[config.mk]
export PLATFORM = sky130hd
export DESIGN_NAME = tdc_channel
export DESIGN_NICKNAME = d
export VERILOG_FILES = /design/src/rtl/tdc_pkg.sv /design/src/rtl/tdc_tap_capture.sv /design/src/rtl/tdc_thermo_encoder.sv /design/src/rtl/tdc_hit_fifo.sv /design/src/rtl/tdc_channel.sv
export SDC_FILE = /design/constraint.sdc
export NUM_CORES = 1
export LEC_CHECK = 0
export BUFFER_PORTS_ARGS = -buffer_cell sky130_fd_sc_hd__buf_4
export CORE_UTILIZATION = 60
export CTS_BUF_LIST = sky130_fd_sc_hd__clkbuf_16
export DETAILED_ROUTE_END_ITERATION = 16
export GPL_TIMING_DRIVEN = 0
export MAX_ROUTING_LAYER = met4
export PLACE_DENSITY = 0.87
export SYNTH_ARGS = -nofsm -noshare
export SYNTH_HDL_FRONTEND = slang
export SYNTH_SLANG_ARGS = --single-unit
[constraint.sdc]
create_clock -name clk -period 8.22 [get_ports clk]
set_clock_uncertainty 0.1 [all_clocks]
set_input_delay 0.822 -clock clk [delete_from_list [all_inputs] [get_ports clk]]
set_output_delay 0.822 -clock clk [all_outputs]
set_load 0.1 [all_outputs]
[src/rtl/tdc_pkg.sv]
// Package: shared constants and helpers for the TDC channel.
// Assumes nothing beyond IEEE 1800-2017.
package tdc_pkg;

    // Trigger type code that routes the calibration delay line to the channel.
    localparam logic [3:0] CAL_TRIG_CODE = 4'hD;

    // Majority of three bits, used to smooth single-tap bubbles.
    function automatic logic maj3(input logic a, input logic b, input logic c);
        return (a & b) | (a & c) | (b & c);
    endfunction

endpackage

[src/rtl/tdc_tap_capture.sv]
// Tap capture: picks the tap source (physical or calibration), latches a
// snapshot on every clock together with the free-running coarse count, and
// flags a hit when tap 0 changed relative to the previous snapshot.
// Assumes the tap inputs settle before each clock edge (delay line model).
module tdc_tap_capture
    import tdc_pkg::*;
#(
    parameter int TAPS     = 32,
    parameter int COARSE_W = 11
) (
    input  logic                clk,
    input  logic                rst_n,
    input  logic [TAPS-1:0]     phys_taps,
    input  logic [TAPS-1:0]     cal_taps,
    input  logic                trig_valid,
    input  logic [3:0]          trig_type,
    output logic [TAPS-1:0]     snap,
    output logic [COARSE_W-1:0] snap_coarse,
    output logic [COARSE_W-1:0] coarse_now,
    output logic                hit
);

    logic            cal_mode;
    logic            prev_tap0;
    logic [TAPS-1:0] src_taps;

    // Source selection register: updated only by a qualified trigger.
    always_ff @(posedge clk) begin
        if (!rst_n)
            cal_mode <= 1'b0;
        else if (trig_valid)
            cal_mode <= (trig_type == CAL_TRIG_CODE);
    end

    // Tap source mux feeding the snapshot register.
    always_comb begin
        src_taps = cal_mode ? cal_taps : phys_taps;
    end

    // Snapshot, coarse tag and previous tap-0 history.
    always_ff @(posedge clk) begin
        if (!rst_n) begin
            snap        <= '0;
            snap_coarse <= '0;
            coarse_now  <= '0;
            prev_tap0   <= 1'b0;
        end else begin
            snap        <= src_taps;
            snap_coarse <= coarse_now;
            coarse_now  <= coarse_now + 1'b1;
            prev_tap0   <= snap[0];
        end
    end

    // Hit flag: tap 0 moved since the last snapshot.
    always_comb begin
        hit = snap[0] ^ prev_tap0;
    end

endmodule

[src/rtl/tdc_thermo_encoder.sv]
// Thermometer encoder: normalises the snapshot polarity on tap 0, smooths
// single-tap bubbles by majority of three, and reports the index of the
// last 1 before the first 0. Assumes tap 0 marks the hit polarity.
module tdc_thermo_encoder
    import tdc_pkg::*;
#(
    parameter int TAPS   = 32,
    parameter int FINE_W = $clog2(TAPS)
) (
    input  logic [TAPS-1:0]   snap,
    output logic [FINE_W-1:0] fine
);

    logic [TAPS-1:0] norm;
    logic [TAPS-1:0] smooth;

    // Polarity normalisation: a falling hit is measured on the inverse.
    always_comb begin
        norm = snap[0] ? snap : ~snap;
    end

    // Bubble suppression, with a 1 below tap 0 and a 0 above the top tap.
    genvar g;
    generate
        for (g = 0; g < TAPS; g++) begin : g_smooth
            if (g == 0) begin : g_lo
                assign smooth[g] = maj3(1'b1, norm[g], norm[g+1]);
            end else if (g == TAPS - 1) begin : g_hi
                assign smooth[g] = maj3(norm[g-1], norm[g], 1'b0);
            end else begin : g_mid
                assign smooth[g] = maj3(norm[g-1], norm[g], norm[g+1]);
            end
        end
    endgenerate

    // Position: one below the lowest 0, or the top tap if none.
    always_comb begin
        fine = FINE_W'(TAPS - 1);
        for (int i = TAPS - 1; i >= 1; i--) begin
            if (!smooth[i])
                fine = FINE_W'(i - 1);
        end
    end

endmodule

[src/rtl/tdc_hit_fifo.sv]
// Hit FIFO: first-word-fall-through storage with full/empty flags and a
// sticky overflow flag; writes while full are dropped.
// Assumes DEPTH is a power of two.
module tdc_hit_fifo #(
    parameter int WIDTH = 16,
    parameter int DEPTH = 16
) (
    input  logic             clk,
    input  logic             rst_n,
    input  logic             wr_en,
    input  logic [WIDTH-1:0] wr_data,
    input  logic             rd_en,
    output logic [WIDTH-1:0] rd_data,
    output logic             empty,
    output logic             full,
    output logic             overflow
);

    localparam int AW = $clog2(DEPTH);

    logic [WIDTH-1:0] mem [DEPTH];
    logic [AW:0]      wptr;
    logic [AW:0]      rptr;
    logic             do_wr;
    logic             do_rd;

    // Flags and qualified strobes.
    always_comb begin
        empty   = (wptr == rptr);
        full    = (wptr - rptr) == (AW + 1)'(DEPTH);
        do_wr   = wr_en && !full;
        do_rd   = rd_en && !empty;
        rd_data = mem[rptr[AW-1:0]];
    end

    // Storage array write port.
    always_ff @(posedge clk) begin
        if (do_wr)
            mem[wptr[AW-1:0]] <= wr_data;
    end

    // Pointers and sticky overflow.
    always_ff @(posedge clk) begin
        if (!rst_n) begin
            wptr     <= '0;
            rptr     <= '0;
            overflow <= 1'b0;
        end else begin
            if (do_wr)
                wptr <= wptr + 1'b1;
            if (do_rd)
                rptr <= rptr + 1'b1;
            if (wr_en && full)
                overflow <= 1'b1;
        end
    end

endmodule

[src/rtl/tdc_channel.sv]
// TDC channel top: tap capture, thermometer encoding and hit FIFO.
// Output word = {coarse count at tap latch, fine edge position}.
// Assumes taps are presented settled before each clock edge.
module tdc_channel #(
    parameter int TAPS     = 32,
    parameter int COARSE_W = 11,
    parameter int DEPTH    = 16,
    localparam int FINE_W  = $clog2(TAPS),
    localparam int WORD_W  = COARSE_W + FINE_W
) (
    input  logic              clk,
    input  logic              rst_n,
    input  logic [TAPS-1:0]   phys_taps,
    input  logic [TAPS-1:0]   cal_taps,
    input  logic              trig_valid,
    input  logic [3:0]        trig_type,
    input  logic              rd_en,
    output logic [WORD_W-1:0] rd_data,
    output logic              empty,
    output logic              full,
    output logic              overflow
);

    logic [TAPS-1:0]     snap;
    logic [COARSE_W-1:0] snap_coarse;
    logic [COARSE_W-1:0] coarse_now;
    logic                hit;
    logic [FINE_W-1:0]   fine;
    logic [WORD_W-1:0]   hit_word;

    tdc_tap_capture #(.TAPS(TAPS), .COARSE_W(COARSE_W)) u_capture (
        .clk         (clk),
        .rst_n       (rst_n),
        .phys_taps   (phys_taps),
        .cal_taps    (cal_taps),
        .trig_valid  (trig_valid),
        .trig_type   (trig_type),
        .snap        (snap),
        .snap_coarse (snap_coarse),
        .coarse_now  (coarse_now),
        .hit         (hit)
    );

    tdc_thermo_encoder #(.TAPS(TAPS), .FINE_W(FINE_W)) u_encoder (
        .snap (snap),
        .fine (fine)
    );

    // Word packing: coarse tag high, fine time low.
    always_comb begin
        hit_word = {snap_coarse, fine};
    end

    tdc_hit_fifo #(.WIDTH(WORD_W), .DEPTH(DEPTH)) u_fifo (
        .clk      (clk),
        .rst_n    (rst_n),
        .wr_en    (hit),
        .wr_data  (hit_word),
        .rd_en    (rd_en),
        .rd_data  (rd_data),
        .empty    (empty),
        .full     (full),
        .overflow (overflow)
    );

endmodule

# Word level (Yosys, flattened, before mapping)
# Memories as Yosys holds them, arrays and structs flattened. A register that Yosys moved wholly into a read port is not among the register bits.
# Cells that the tools add are included.
[word_totals]
reg_bits = 67
latch_bits = 0
ramBits = 256
mem_bits_ro = 0
in_bits = 72
output_inout_bits = 19
word_cells = 181
n_memories = 1
[mem_list]
columns = ["name", "words", "word_bits", "read_ports", "rd_ports_with_merged_regs", "write_ports", "line_no", "text"]
rows = [
  ["u_fifo.mem", 16, 16, 1, 1, 1, "tdc_hit_fifo.sv:21", "logic [WIDTH-1:0] mem [DEPTH];"],
]
[classes]
n_addsub = 4
n_mul = 0
div = 0
order_cmp = 0
n_eq_ne = 3
shift = 0
mux = 37
bitwise = 123
n_reduce_logical = 5
[ops]
columns = ["op", "count"]
rows = [
  ["two-way mux 5 bit", 30],
  ["two-way mux 32 bit", 2],
  ["bitwise AND 1 bit", 61],
  ["bitwise OR 1 bit", 60],
  ["inverter 32 bit", 1],
  ["adder 11 x 1 -> 11 bit, second input constant", 1],
  ["adder 5 x 1 -> 5 bit, second input constant", 2],
  ["two-way mux 4 bit", 2],
  ["equality test 5 bit", 1],
  ["equality test 5 bit, second input constant", 1],
  ["subtractor 5 bit", 1],
  ["equality test 4 bit, second input constant", 1],
  ["logical AND 1 bit", 3],
  ["two-way mux 1 bit", 3],
  ["zero test 1 bit", 2],
  ["bitwise XOR 1 bit", 1],
]

# Depth between registers and ports, before layout
# Gate-level depths: netlist of run 1.
[logic_depth]
ltp_word = 35
ltp_mapped = 9

# By module
# Synthesis of run 1 repeated with hierarchy kept, for this count alone.
[hier_totals]
cells_unflattened = 920
area_unflattened_um2 = 14131.1
[modules_own_cells]
columns = ["mod", "n_inst", "cells_each", "area_per_inst_um2"]
rows = [
  ["tdc_hit_fifo", 1, 458, 10472.5],
  ["tdc_tap_capture", 1, 182, 1936.9],
  ["tdc_thermo_encoder", 1, 280, 1721.7],
]

# Worst setup path after synthesis of run 1
# No wires, ideal clock.
[synth_timing]
path_type = "register to register"
startpoint = "register u_fifo.rptr[1]"
endpoint = "memory u_fifo.mem[3][0] (enable)"
setup_ns = 0.430
arrival_ns = 3.210
t_required_ns = 7.690
setup_slack_ns = 4.480
stages_incl_launch_ff = 8
synth_period_minus_slack_ns = 3.740
path_cell_list = "dfxtp_1 inv_1 ha_1 nor2b_1 o21a_1 o211ai_1 a21oi_4 nor4_1"
[synth_between]
elab_chain_len = 6
[synth_rtl]
columns = ["element", "line_no", "text"]
rows = [
  ["start, declared", "tdc_hit_fifo.sv:23", "logic [AW:0] rptr;"],
  ["start signal, assigned", "tdc_hit_fifo.sv:52", "rptr <= rptr + 1'b1;"],
  ["subtractor 5 bit", "tdc_hit_fifo.sv:30", "full = (wptr - rptr) == (AW + 1)'(DEPTH);"],
  ["equality test 5 bit", "tdc_hit_fifo.sv:30", ""],
  ["named net full", "tdc_channel.sv:20", "output logic full,"],
  ["zero test 1 bit", "tdc_hit_fifo.sv:31", "do_wr = wr_en && !full;"],
  ["logical AND 1 bit", "tdc_hit_fifo.sv:31", ""],
  ["two-way mux 1 bit", "tdc_hit_fifo.sv:38", "if (do_wr)"],
  ["two-way mux 1 bit (not written as such)", "tdc_hit_fifo.sv:39", "mem[wptr[AW-1:0]] <= wr_data;"],
  ["end, declared", "tdc_hit_fifo.sv:21", ""],
]
# The timed path passes the listed nets, and every way through them passes these cells.

==> results of run 1 <==
-- per-stage QoR --
stage / utilization (%) / setup WS (ns)
global placement: 66.4 / 3.07
global route: 71.5 / 3.84
finish: 71.5 / 3.92
CTS: 71.5 / 3.89
detailed placement: 66.6 / 4.61
floorplan: - / 4.48
-- critical path, stage by stage, from the launching register on --
cell	delay (ns)
sky130_fd_sc_hd__dfxtp_1	0.31
sky130_fd_sc_hd__clkbuf_1	0.44
sky130_fd_sc_hd__clkbuf_1	0.82
sky130_fd_sc_hd__mux4_2	0.45
sky130_fd_sc_hd__mux4_2	0.57
sky130_fd_sc_hd__buf_4	0.27
-- synth_stat cells (all sizes together) (8+ instances only) --
cell,n,area share (%)
clkbuf,50,1.3
nor2,27,0.72
inv,13,0.35
and2,29,1.3
xnor2,14,0.87
dfxtp,71,10
mux2i,37,2.6
o21ai,33,1.2
nand3,12,0.43
ha,10,0.89
o211ai,17,0.90
nand2,40,1.1
nor2b,47,2.1
mux4,80,13
o31ai,8,0.43
a21boi,8,0.43
buf,16,0.57
a21oi,16,0.65
edfxtp,256,55
a211oi,11,0.59
and3,16,0.71
a31oi,8,0.35
-- power by group through the flow --
stage	sequential, mW	clock (mW)	combinational (mW)
after floorplan	1.86	0	0.515
after global placement	1.87	0	0.660
after detailed placement	1.87	0	0.679
after CTS	1.84	1.54	0.696
after global routing	1.84	1.60	0.733
final	1.84	1.54	0.700
-- state kept, by name, indices dropped and copies added (netlist names), named ones only --
signal / count
u_fifo.overflow: 1
u_capture.snap_coarse: 11
u_fifo.rptr: 5
u_fifo.mem: 256
u_capture.prev_tap0: 1
u_capture.snap: 32
u_capture.coarse_now: 11
u_fifo.wptr: 5
u_capture.cal_mode: 1
-- path summary, 6_finish.rpt --
check | startpoint | end
worst max-delay path | register | rd_data[14]
worst max register to register | u_fifo.rptr[1]$_SDFFE_PN0P_ | u_fifo.mem[1][2]$_DFFE_PP_
worst min register to register | u_capture.coarse_now[0]$_SDFF_PN0_ | u_capture.coarse_now[0]$_SDFF_PN0_
worst min-delay path | u_capture.coarse_now[0]$_SDFF_PN0_ | u_capture.coarse_now[0]$_SDFF_PN0_
-- final cells by class --
class                           instances  area (um2)
Sequential cell                       327        9110
Fill cell                            1431        6510
Multi-Input combinational cell        505        4690
Clock buffer                           35         876
Timing Repair Buffer                   95         724
Tap cell                              313         392
Buffer                                 66         268
Clock inverter                         27         234
Inverter                               13        48.8
-- kinds of logic (layout without fill, tap and decap cells) --
logic type      count (synthesis)  count (layout)  synth area share, %
flops                         327             327                 64.6
simple gates                  212             212                 8.29
compound gates                139             139                 6.85
mux                           118             118                 15.5
buf+inv                        79             236                 2.24
xor+xnor                       21              21                 1.30
fa+ha+maj                      15              15                 1.24
-- routing by layer --
metal / track usage, % / part of all wire (%) / up-vias
met1: 39.0 / 36 / 4402
met2: 52.9 / 50 / 662
met5: - / 0 / -
met3: 5.85 / 9.3 / 136
met4: 14.5 / 4.9 / 0
li1: - / - / 3834
==> load_flow_metrics.sql, run 1 <==
INSERT INTO impl_metrics (metric_group, metric, value, unit) VALUES
('run_status', 'status', 'complete, no violations', ''),
('power', 'power_frac_seq', '45.1', '%'),
('route', 'routed_wirelength', '36200', 'um'),
('layout', 'drive_gt1_share', '23.3', '%'),
('floorplan', 'die_w', '155', 'um'),
('global_route', 'first_global_vias', '8772', ''),
('sta', 'hold-worst-slack', '0.381', 'ns'),
('layout', 'mostFrequentLayoutCell', 'sky130_fd_sc_hd__edfxtp_1', ''),
('power', 'internal-power', '2.95', 'mW'),
('floorplan', 'core_region_area', '22800', 'um2'),
('placement', 'dpl_wire_length', '20200', 'um'),
('clock_network', 'clockBufferDepth', '3', ''),
('yosys', 'postSynth.topFlopCell', 'sky130_fd_sc_hd__edfxtp_1', ''),
('global_route', 'overflow', '0', ''),
('global_route', 'grt_pass1_wl', '53900', 'um'),
('floorplan', 'rows', '55', ''),
('power', 'ratio_of_total_power_to_cell_area', '249', 'nW/um2'),
('clock_network', 'cts.reportedPaths.clkPinSlew', '0.07', 'ns'),
('yosys', 'mappedNetlistArea', '14100', 'um2'),
('worst_setup_path', 'worst_setup_path_end_kind', 'output pin', ''),
('sta', 'clock.fmax', '233', 'MHz'),
('global_route', 'maximum_number_of_pins_on_one_net_before_global_route_repair', '17', ''),
('yosys', 'synth_seq_cells', '327', ''),
('sta', 'finalSetupViolCount', '0', ''),
('sta', 'hold_viol', '0', ''),
('power', 'power.static_leakage', '5.49', 'nW'),
('sta', 'post-route-min-period', '4.30', 'ns'),
('worst_setup_path', 'worstPathRequired', '7.30', 'ns'),
('yosys', 'ys_seq_area_share', '64.6', '%'),
('worst_setup_path', 'worstSetupPathType', 'reg2out', ''),
('global_route', 'grtUsageTotal', '32.1', '%'),
('placement', 'gp_weighted_congestion', '0.889', ''),
('power', 'post-layout-total-power', '4.07', 'mW'),
('worst_setup_path', 'cp-start-kind', 'register', ''),
('route', 'antenna_violating_nets_post_route', '0', ''),
('yosys', 'synth_unique_cells', '58', ''),
('layout', 'antennaDiodeCount', '0', ''),
('clock_network', 'cts.hold.buffers_added', '0', ''),
('clock_network', 'root_buffer', 'sky130_fd_sc_hd__clkbuf_16', ''),
('placement', 'placedInstanceArea', '15200', 'um2'),
('route', 'wire_per_inst', '26.2', 'um'),
('sta', 'finalCritPeriodShare', '52.3', '%'),
('hold_path', 'min-delay-path-class', 'reg2reg', ''),
('floorplan', 'io_pins', '91', ''),
('yosys', 'netlist_instances', '911', ''),
('worst_setup_path', 'worstPathMaxFanout', '10', ''),
('floorplan', 'floorplan.die.height', '155', 'um'),
('power', 'netSwitchingFraction', '27.5', '%'),
('power', 'p_clk_share', '37.7', '%'),
('global_route', 'grt_antenna_before_repair', '0', ''),
('yosys', 'synth_enable_flop_cells', '256', ''),
('sta', 'tightestPinTransition', '1.24', 'ns'),
('route', 'drt_iter0_markers', '975', ''),
('floorplan', 'initial_core_util', '61.7', '%'),
('power', 'share_comb_of_total_power', '17.2', '%'),
('yosys', 'synth-async-reset-ratio', '0', '%'),
('hold_path', 'hold-path-cell-count', '1', ''),
('clock_network', 'total_clock_buffers_created_by_cts', '34', ''),
('route', 'drt_first_pass_iters', '5', ''),
('sta', 'finalSetupTns', '0', 'ns'),
('power', 'power.net_switching', '1.12', 'mW'),
('worst_setup_path', 'worstPathArrival', '3.38', 'ns'),
('layout', 'design_area', '16300', 'um2'),
('clock_network', 'ctsResizeCount', '0', ''),
('clock_network', 'cts.sink_count', '327', ''),
('power', 'max-vdd-ir-drop', '0.000170', 'V'),
('layout', 'area_growth', '15.9', '%'),
('sta', 'grt_setup_unrepaired', 'no', ''),
('placement', 'place.detailed.instances', '1318', ''),
('layout', 'nNetsFinal', '1124', ''),
('route', 'drc_errors_left', '0', '');
Note: power is estimated with default switching activity, not from simulation.
==> run 2: changes to the inputs <==
CORE_UTILIZATION = 55   (was 60)
PLACE_DENSITY = 0.84   (was 0.87)
clock period = 3.8 ns   (was 8.22 ns; I/O delays follow)
==> run 2 against run 1 <==
Against the previous run: sequential power rose by 120%; largest cell class unchanged; core utilization fell by 4.4 points; critical path type unchanged; sequential cell count did not move; sequential share of layout area fell by 1.8 points; worst hold slack got worse by 0.37 ns; routed wire length fell by 0.67%; first-iteration DRC count fell by 1.9%; total power rose by 120%; critical path depth did not move; highest routed layer unchanged; clock power rose by 130%; setup slack got worse by 3.8 ns; combinational power rose by 120%.
==> load_flow_metrics.sql, run 2 (synthesis results as in run 1) <==
INSERT INTO impl_metrics (metric_group, metric, value, unit) VALUES
('route', 'dr_total_vias', '9068', ''),
('sta', 'slew_headroom', '14.4', '%'),
('route', 'post_drt_via_cell_ratio', '6.29', ''),
('clock_network', 'post_cts_buffers', '0', ''),
('power', 'share_comb_of_total_power', '17.2', '%'),
('power', 'power_frac_seq', '44.1', '%'),
('layout', 'register_area', '9110', 'um2'),
('power', 'netSwitchingFraction', '26.6', '%'),
('floorplan', 'rows', '58', ''),
('floorplan', 'core_region_area', '25200', 'um2'),
('floorplan', 'io_pins', '91', ''),
('worst_setup_path', 'critical_path_cell_count', '5', ''),
('placement', 'dpl_wire_length', '20100', 'um'),
('layout', 'mostFrequentLayoutCell', 'sky130_fd_sc_hd__edfxtp_1', ''),
('sta', 'hold-worst-slack', '0.00665', 'ns'),
('global_route', 'grt_antenna_before_repair', '0', ''),
('worst_setup_path', 'worstSetupPathType', 'reg2out', ''),
('power', 'ratio_of_total_power_to_cell_area', '533', 'nW/um2'),
('sta', 'post-route-min-period', '3.71', 'ns'),
('route', 'drt_first_pass_iters', '5', ''),
('clock_network', 'worstSkewPairLatency', '0.56', 'ns'),
('clock_network', 'tritoncts', 'done', ''),
('worst_setup_path', 'cp-start-kind', 'register', ''),
('power', 'max-vdd-ir-drop', '0.000396', 'V'),
('global_route', 'grtUsageTotal', '28.9', '%'),
('clock_network', 'total_clock_buffers_created_by_cts', '31', ''),
('layout', 'drive_gt1_share', '22.8', '%'),
('sta', 'clock.fmax', '269', 'MHz'),
('layout', 'nNetsFinal', '1169', ''),
('sta', 'finalCritPeriodShare', '97.7', '%'),
('global_route', 'overflow', '0', ''),
('layout', 'antennaDiodeCount', '0', ''),
('route', 'drt_iter0_markers', '956', ''),
('layout', 'largest_register_ff_count', '256', ''),
('run_status', 'status', 'complete, no violations', ''),
('clock_network', 'clock_tree.htree_level_count', '1', ''),
('global_route', 'first_global_vias', '9260', ''),
('worst_setup_path', 'reg2reg_from', 'u_fifo.rptr[1]$_SDFFE_PN0P_', ''),
('floorplan', 'floorplan.die.height', '162', 'um'),
('floorplan', 'design.die.area', '26300', 'um2'),
('layout', 'layout.cells.most_common_list', 'sky130_fd_sc_hd__edfxtp_1, sky130_fd_sc_hd__buf_4, sky130_fd_sc_hd__mux4_2, sky130_fd_sc_hd__dfxtp_1, sky130_fd_sc_hd__dlygate4sd3_1', ''),
('route', 'drc_errors_left', '0', ''),
('clock_network', 'cts.sink_count', '327', ''),
('layout', 'core_util_final', '67.1', '%'),
('worst_setup_path', 'crit_buf_inv', '3', ''),
('clock_network', 'root_buffer', 'sky130_fd_sc_hd__clkbuf_16', ''),
('route', 'routed_wirelength', '36000', 'um'),
('floorplan', 'initial_core_util', '56.0', '%'),
('worst_setup_path', 'slowest_delay', '0.65', 'ns'),
('sta', 'tightestPinTransition', '1.28', 'ns'),
('worst_setup_path', 'worst_setup_path_end_kind', 'output pin', ''),
('placement', 'gp_weighted_congestion', '0.873', ''),
('power', 'internal-power', '6.61', 'mW'),
('layout', 'multi_input_area', '4690', 'um2'),
('worst_setup_path', 'reg2reg_setup_slack', '0.41', 'ns'),
('clock_network', 'cts.reportedPaths.clkPinSlew', '0.07', 'ns'),
('global_route', 'maximum_number_of_pins_on_one_net_before_global_route_repair', '17', ''),
('route', 'antenna_violating_nets_post_route', '0', ''),
('placement', 'port-buffer-count', '90', ''),
('worst_setup_path', 'worstPathMaxFanout', '10', ''),
('run', 'maxCapViolations', '0', ''),
('sta', 'grt_setup_unrepaired', 'no', ''),
('global_route', 'grt_pass1_wl', '54200', 'um'),
('sta', 'timing.final.max_slew_violations', '0', ''),
('power', 'power.net_switching', '2.40', 'mW'),
('worst_setup_path', 'worstPathArrival', '3.23', 'ns'),
('worst_setup_path', 'r2r_cells', '9', ''),
('sta', 'finalSetupViolCount', '0', ''),
('layout', 'area_growth', '19.8', '%'),
('power', 'p_clk_share', '38.6', '%'),
('hold_path', 'min-delay-path-class', 'in2reg', ''),
('clock_network', 'clockBufferDepth', '3', ''),
('layout', 'layout.filler_cells', '1574', ''),
('floorplan', 'die_w', '162', 'um'),
('worst_setup_path', 'crit_path_cell_trace', 'clkbuf_1 > clkbuf_1 > mux4_2 > mux4_2 > buf_4', ''),
('route', 'wire_per_inst', '25.0', 'um'),
('worst_setup_path', 'worstSetupEndpoint', 'rd_data[13]', ''),
('power', 'power.static_leakage', '5.72', 'nW'),
('worst_setup_path', 'timing.rr.end', 'u_fifo.mem[10][1]$_DFFE_PP_', ''),
('worst_setup_path', 'worstPathRequired', '3.32', 'ns'),
('worst_setup_path', 'family_with_the_most_delay_on_the_worst_path', 'buffers and inverters', ''),
('worst_setup_path', 'slowest_cell_on_crit_path', 'sky130_fd_sc_hd__clkbuf_1', ''),
('sta', 'hold_viol', '0', '');
-- run 2: worst reg2reg max path, stage by stage (launching register included) --
cell and delay, ns:
sky130_fd_sc_hd__dfxtp_1 0.38, sky130_fd_sc_hd__inv_1 0.06, sky130_fd_sc_hd__ha_1 0.32, sky130_fd_sc_hd__nor2b_1 0.14, sky130_fd_sc_hd__o21a_1 0.17, sky130_fd_sc_hd__o211ai_1 0.27, sky130_fd_sc_hd__a21oi_4 0.17, sky130_fd_sc_hd__nor2b_2 0.25
sky130_fd_sc_hd__buf_6 0.17, sky130_fd_sc_hd__and3_1 0.97
-- run 2: how the worst min path moves through the flow --
stage                                                   from  slack, ns  depth (start not counted)                                 end
final                                           phys_taps[0]      0.007                          3        u_capture.snap[0]$_SDFF_PN0_
after global routing                           phys_taps[20]       0.01                          3       u_capture.snap[20]$_SDFF_PN0_
after CTS                                       phys_taps[5]     0.0002                          3        u_capture.snap[5]$_SDFF_PN0_
after detailed placement  u_capture.coarse_now[0]$_SDFF_PN0_       0.37                          1  u_capture.coarse_now[0]$_SDFF_PN0_
after global placement    u_capture.coarse_now[0]$_SDFF_PN0_       0.36                          1  u_capture.coarse_now[0]$_SDFF_PN0_
after floorplan           u_capture.coarse_now[0]$_SDFF_PN0_       0.33                          1  u_capture.coarse_now[0]$_SDFF_PN0_
-- run 2: power groups by stage --
stage                     clock (mW)  sequential (mW)  combinational, mW
after detailed placement           0             4.05               1.47
after global placement             0             4.04               1.44
after CTS                       3.47             3.98               1.54
after global routing            3.61             3.98               1.63
final                           3.48             3.98               1.55
after floorplan                    0             4.03               1.11
-- run 2: what timing repair did --
| action | in CTS | in global routing |
|---|---|---|
| endpoints found under the hold margin | 25 | 0 |
| resized for setup | 1 | 12 |
| setup endpoints to repair | 3 | 12 |
| gates cloned | 0 | 0 |
| hold buffers | 48 | 0 |
-- run 2: area by class of cell --
type / count / area share [%]
Sequential cell: 327 / 53.9
Multi-Input combinational cell: 505 / 27.8
Timing Repair Buffer: 143 / 7.13
Clock buffer: 34 / 5.03
Tap cell: 330 / 2.44
Clock inverter: 23 / 1.80
Buffer: 66 / 1.62
Inverter: 13 / 0.289
-- run 2: routing by layer --
| layer | GRT usage, % | up-vias | wire length, um |
|---|---|---|---|
| li1 | - | 3909 | - |
| met1 | 35.3 | 4506 | 13300 |
| met2 | 49.7 | 543 | 18500 |
| met3 | 3.35 | 110 | 2670 |
| met4 | 10.5 | 0 | 1500 |
| met5 | - | - | 0 |
-- run 2: stage by stage --
step / setup WS, ns / TNS [ns] / power (mW) / instance area, um2 / instances
after floorplan: 0.0601 / 0 / 5.15 / 14100 / 911
after global placement: -1.70 / -43.80 / 5.48 / 15200 / 1331
after detailed placement: 0.304 / 0 / 5.52 / 15300 / 1336
after CTS: 0.0135 / 0 / 8.99 / 16900 / 1441
after global routing: 0.0610 / 0 / 9.22 / 16900 / 1441
final: 0.0868 / 0 / 9.01 / 16900 / 1441
==> run 3: changes to the inputs <==
GPL_TIMING_DRIVEN = 1   (was 0)
==> run 3 against run 2 <==
Against the previous run: register-to-register slack better by 0.11 ns; largest cell class unchanged; largest power group unchanged; clock power is 19% lower; clock-buffer cell count is 3 lower; sequential share of layout area is 0.83 points higher; setup slack improved by 0.42 ns; first-iteration DRC count shrank 12%; non-clock buffer count shrank 39; core utilization shrank 0.97 points; combinational power decreased by 7%.
==> load_flow_metrics.sql, run 3 (synthesis results as in run 1) <==
INSERT INTO impl_metrics (metric_group, metric, value, unit) VALUES
('run_status', 'status', 'complete, no violations', ''),
('clock_network', 'worstSkewPairLatency', '0.56', 'ns'),
('global_route', 'grtUsageTotal', '24.6', '%'),
('route', 'dr_total_vias', '8498', ''),
('sta', 'hold_viol', '0', ''),
('global_route', 'overflow', '0', ''),
('layout', 'area_growth', '18.1', '%'),
('route', 'drt_iter0_markers', '837', ''),
('clock_network', 'total_clock_buffers_created_by_cts', '31', ''),
('clock_network', 'post_cts_buffers', '0', ''),
('floorplan', 'floorplan.die.height', '162', 'um'),
('sta', 'grt_setup_unrepaired', 'no', ''),
('floorplan', 'initial_core_util', '56.0', '%'),
('worst_setup_path', 'crit_path_cell_trace', 'inv_1 > ha_1 > nor2b_1 > o21a_1 > or4_4 > a21oi_4 > buf_4', ''),
('worst_setup_path', 'worstSetupPathType', 'reg2out', ''),
('power', 'power.static_leakage', '5.60', 'nW'),
('sta', 'finalSetupViolCount', '0', ''),
('layout', 'drive_gt1_share', '23.2', '%'),
('clock_network', 'cts.sink_count', '327', ''),
('floorplan', 'io_pins', '91', ''),
('layout', 'nNetsFinal', '1130', ''),
('clock_network', 'clock_tree.htree_level_count', '1', ''),
('route', 'post_drt_via_cell_ratio', '6.06', ''),
('hold_path', 'min-delay-path-class', 'in2reg', ''),
('run', 'maxCapViolations', '0', ''),
('layout', 'mostFrequentLayoutCell', 'sky130_fd_sc_hd__edfxtp_1', ''),
('worst_setup_path', 'slowest_delay', '0.50', 'ns'),
('route', 'wire_per_inst', '22.1', 'um'),
('global_route', 'grt_pass1_wl', '46700', 'um'),
('global_route', 'maximum_number_of_pins_on_one_net_before_global_route_repair', '72', ''),
('layout', 'largest_register_ff_count', '256', ''),
('route', 'routed_wirelength', '31000', 'um'),
('worst_setup_path', 'worstPathArrival', '2.81', 'ns'),
('sta', 'post-route-min-period', '3.29', 'ns'),
('placement', 'place.detailed.instances', '1287', ''),
('route', 'antenna_violating_nets_post_route', '0', ''),
('worst_setup_path', 'worstPathRequired', '3.32', 'ns'),
('route', 'drc_errors_left', '0', ''),
('floorplan', 'core_region_area', '25200', 'um2'),
('sta', 'slew_headroom', '19.0', '%'),
('floorplan', 'design.die.area', '26300', 'um2'),
('placement', 'dpl_wire_length', '17300', 'um'),
('worst_setup_path', 'worstPathMaxFanout', '10', ''),
('power', 'max-vdd-ir-drop', '0.000378', 'V'),
('sta', 'finalCritPeriodShare', '86.6', '%'),
('route', 'drt_first_pass_iters', '5', ''),
('sta', 'timing.final.max_slew_violations', '0', ''),
('clock_network', 'tritoncts', 'done', ''),
('placement', 'gp_weighted_congestion', '0.812', ''),
('clock_network', 'clockBufferDepth', '3', ''),
('global_route', 'first_global_vias', '8163', ''),
('layout', 'final_cell_count_no_fill', '1403', ''),
('placement', 'port-buffer-count', '90', ''),
('worst_setup_path', 'worst_setup_path_end_kind', 'output pin', ''),
('floorplan', 'die_w', '162', 'um'),
('global_route', 'grt_antenna_before_repair', '1', ''),
('power', 'ratio_of_total_power_to_cell_area', '497', 'nW/um2'),
('worst_setup_path', 'slowest_cell_on_crit_path', 'sky130_fd_sc_hd__or4_4', ''),
('worst_setup_path', 'family_with_the_most_delay_on_the_worst_path', 'simple AND/OR/NAND/NOR gates', ''),
('sta', 'clock.fmax', '304', 'MHz'),
('layout', 'layout.cells.most_common_list', 'sky130_fd_sc_hd__edfxtp_1, sky130_fd_sc_hd__buf_4, sky130_fd_sc_hd__mux4_2, sky130_fd_sc_hd__dfxtp_1, sky130_fd_sc_hd__dlygate4sd3_1', ''),
('layout', 'layout.filler_cells', '1630', ''),
('sta', 'tightestPinTransition', '1.21', 'ns'),
('floorplan', 'rows', '58', ''),
('worst_setup_path', 'cp-start-kind', 'register', ''),
('clock_network', 'cts.reportedPaths.clkPinSlew', '0.06', 'ns'),
('sta', 'finalSetupTns', '0', 'ns'),
('worst_setup_path', 'crit_buf_inv', '2', ''),
('clock_network', 'root_buffer', 'sky130_fd_sc_hd__clkbuf_16', '');
run 3: changes by cell type in the layout (fill, tap and decap cells not counted), moves of 4 or more:
cell / before / now
sky130_fd_sc_hd__buf_1: 5 / 0
sky130_fd_sc_hd__buf_2: 10 / 0
sky130_fd_sc_hd__buf_4: 93 / 109
sky130_fd_sc_hd__bufinv_16: 7 / 1
sky130_fd_sc_hd__clkbuf_1: 45 / 0
sky130_fd_sc_hd__clkbuf_2: 5 / 0
sky130_fd_sc_hd__clkinv_1: 4 / 11
sky130_fd_sc_hd__clkinv_2: 0 / 5
sky130_fd_sc_hd__dfxtp_1: 71 / 67
sky130_fd_sc_hd__dlygate4sd3_1: 48 / 58
run 3: final timing paths:
path                                                          from                                 end  slack, ns  cells after the start
worst max-delay path                   u_fifo.rptr[1]$_SDFFE_PN0P_                                full       0.51                      7
worst min-delay path                                 phys_taps[17]       u_capture.snap[17]$_SDFF_PN0_      0.004                      3
worst max register to register         u_fifo.rptr[1]$_SDFFE_PN0P_         u_fifo.mem[13][2]$_DFFE_PP_       0.52                      8
worst min register to register  u_capture.coarse_now[0]$_SDFF_PN0_  u_capture.coarse_now[0]$_SDFF_PN0_       0.37                      1
run 3: layer usage:
metal	track usage [%]	routed length, um	vias up
met4	6.95	675	0
met1	32.9	12500	4215
met3	3.27	2280	48
met2	40.0	15500	405
li1	-	-	3830
met5	-	0	-
run 3: final cells by class:
| cell class | instances | area [um2] | share of cell area [%] |
|---|---|---|---|
| inverter | 13 | 48.8 | 0.293 |
| clock inverter | 26 | 151 | 0.909 |
| sequential | 327 | 9120 | 54.7 |
| timing repair buffer | 170 | 1460 | 8.76 |
| antenna | 1 | 2.50 | 0.0150 |
| clock buffer | 31 | 776 | 4.66 |
| multi-input combinational | 505 | 4690 | 28.1 |
| tap | 330 | 413 | 2.48 |
run 3: what timing repair did:
item / in CTS / in global routing
hold buffers: 58 / 0
endpoints found under the hold margin: 30 / 0
resized for setup: 0 / 0
run 3: power by group:
part           switching, mW  internal, mW  total [mW]
registers             0.0966          3.93        4.03
logic                  0.839         0.597        1.44
clock network           1.27          1.54        2.82
run 3: worst min-delay path: cells and delay by family:
kind                   cells  cell delay (ns)
buffers and inverters      1             0.08
and+or+nand+nor            1             0.11
muxes                      1             0.05
run 3: through the flow:
stage	hold slack (ns)	power, mW	setup slack [ns]	area, um2	util [%]
final	0.00415	8.28	0.510	16700	66.1
after floorplan	0.333	5.15	0.0601	14100	-
after global placement	0.354	5.44	0.708	15100	60.1
after CTS	0.00588	8.31	0.467	16700	66.1
after detailed placement	0.356	5.48	0.517	15100	60.1
after global routing	0.0147	8.53	0.323	16700	66.1
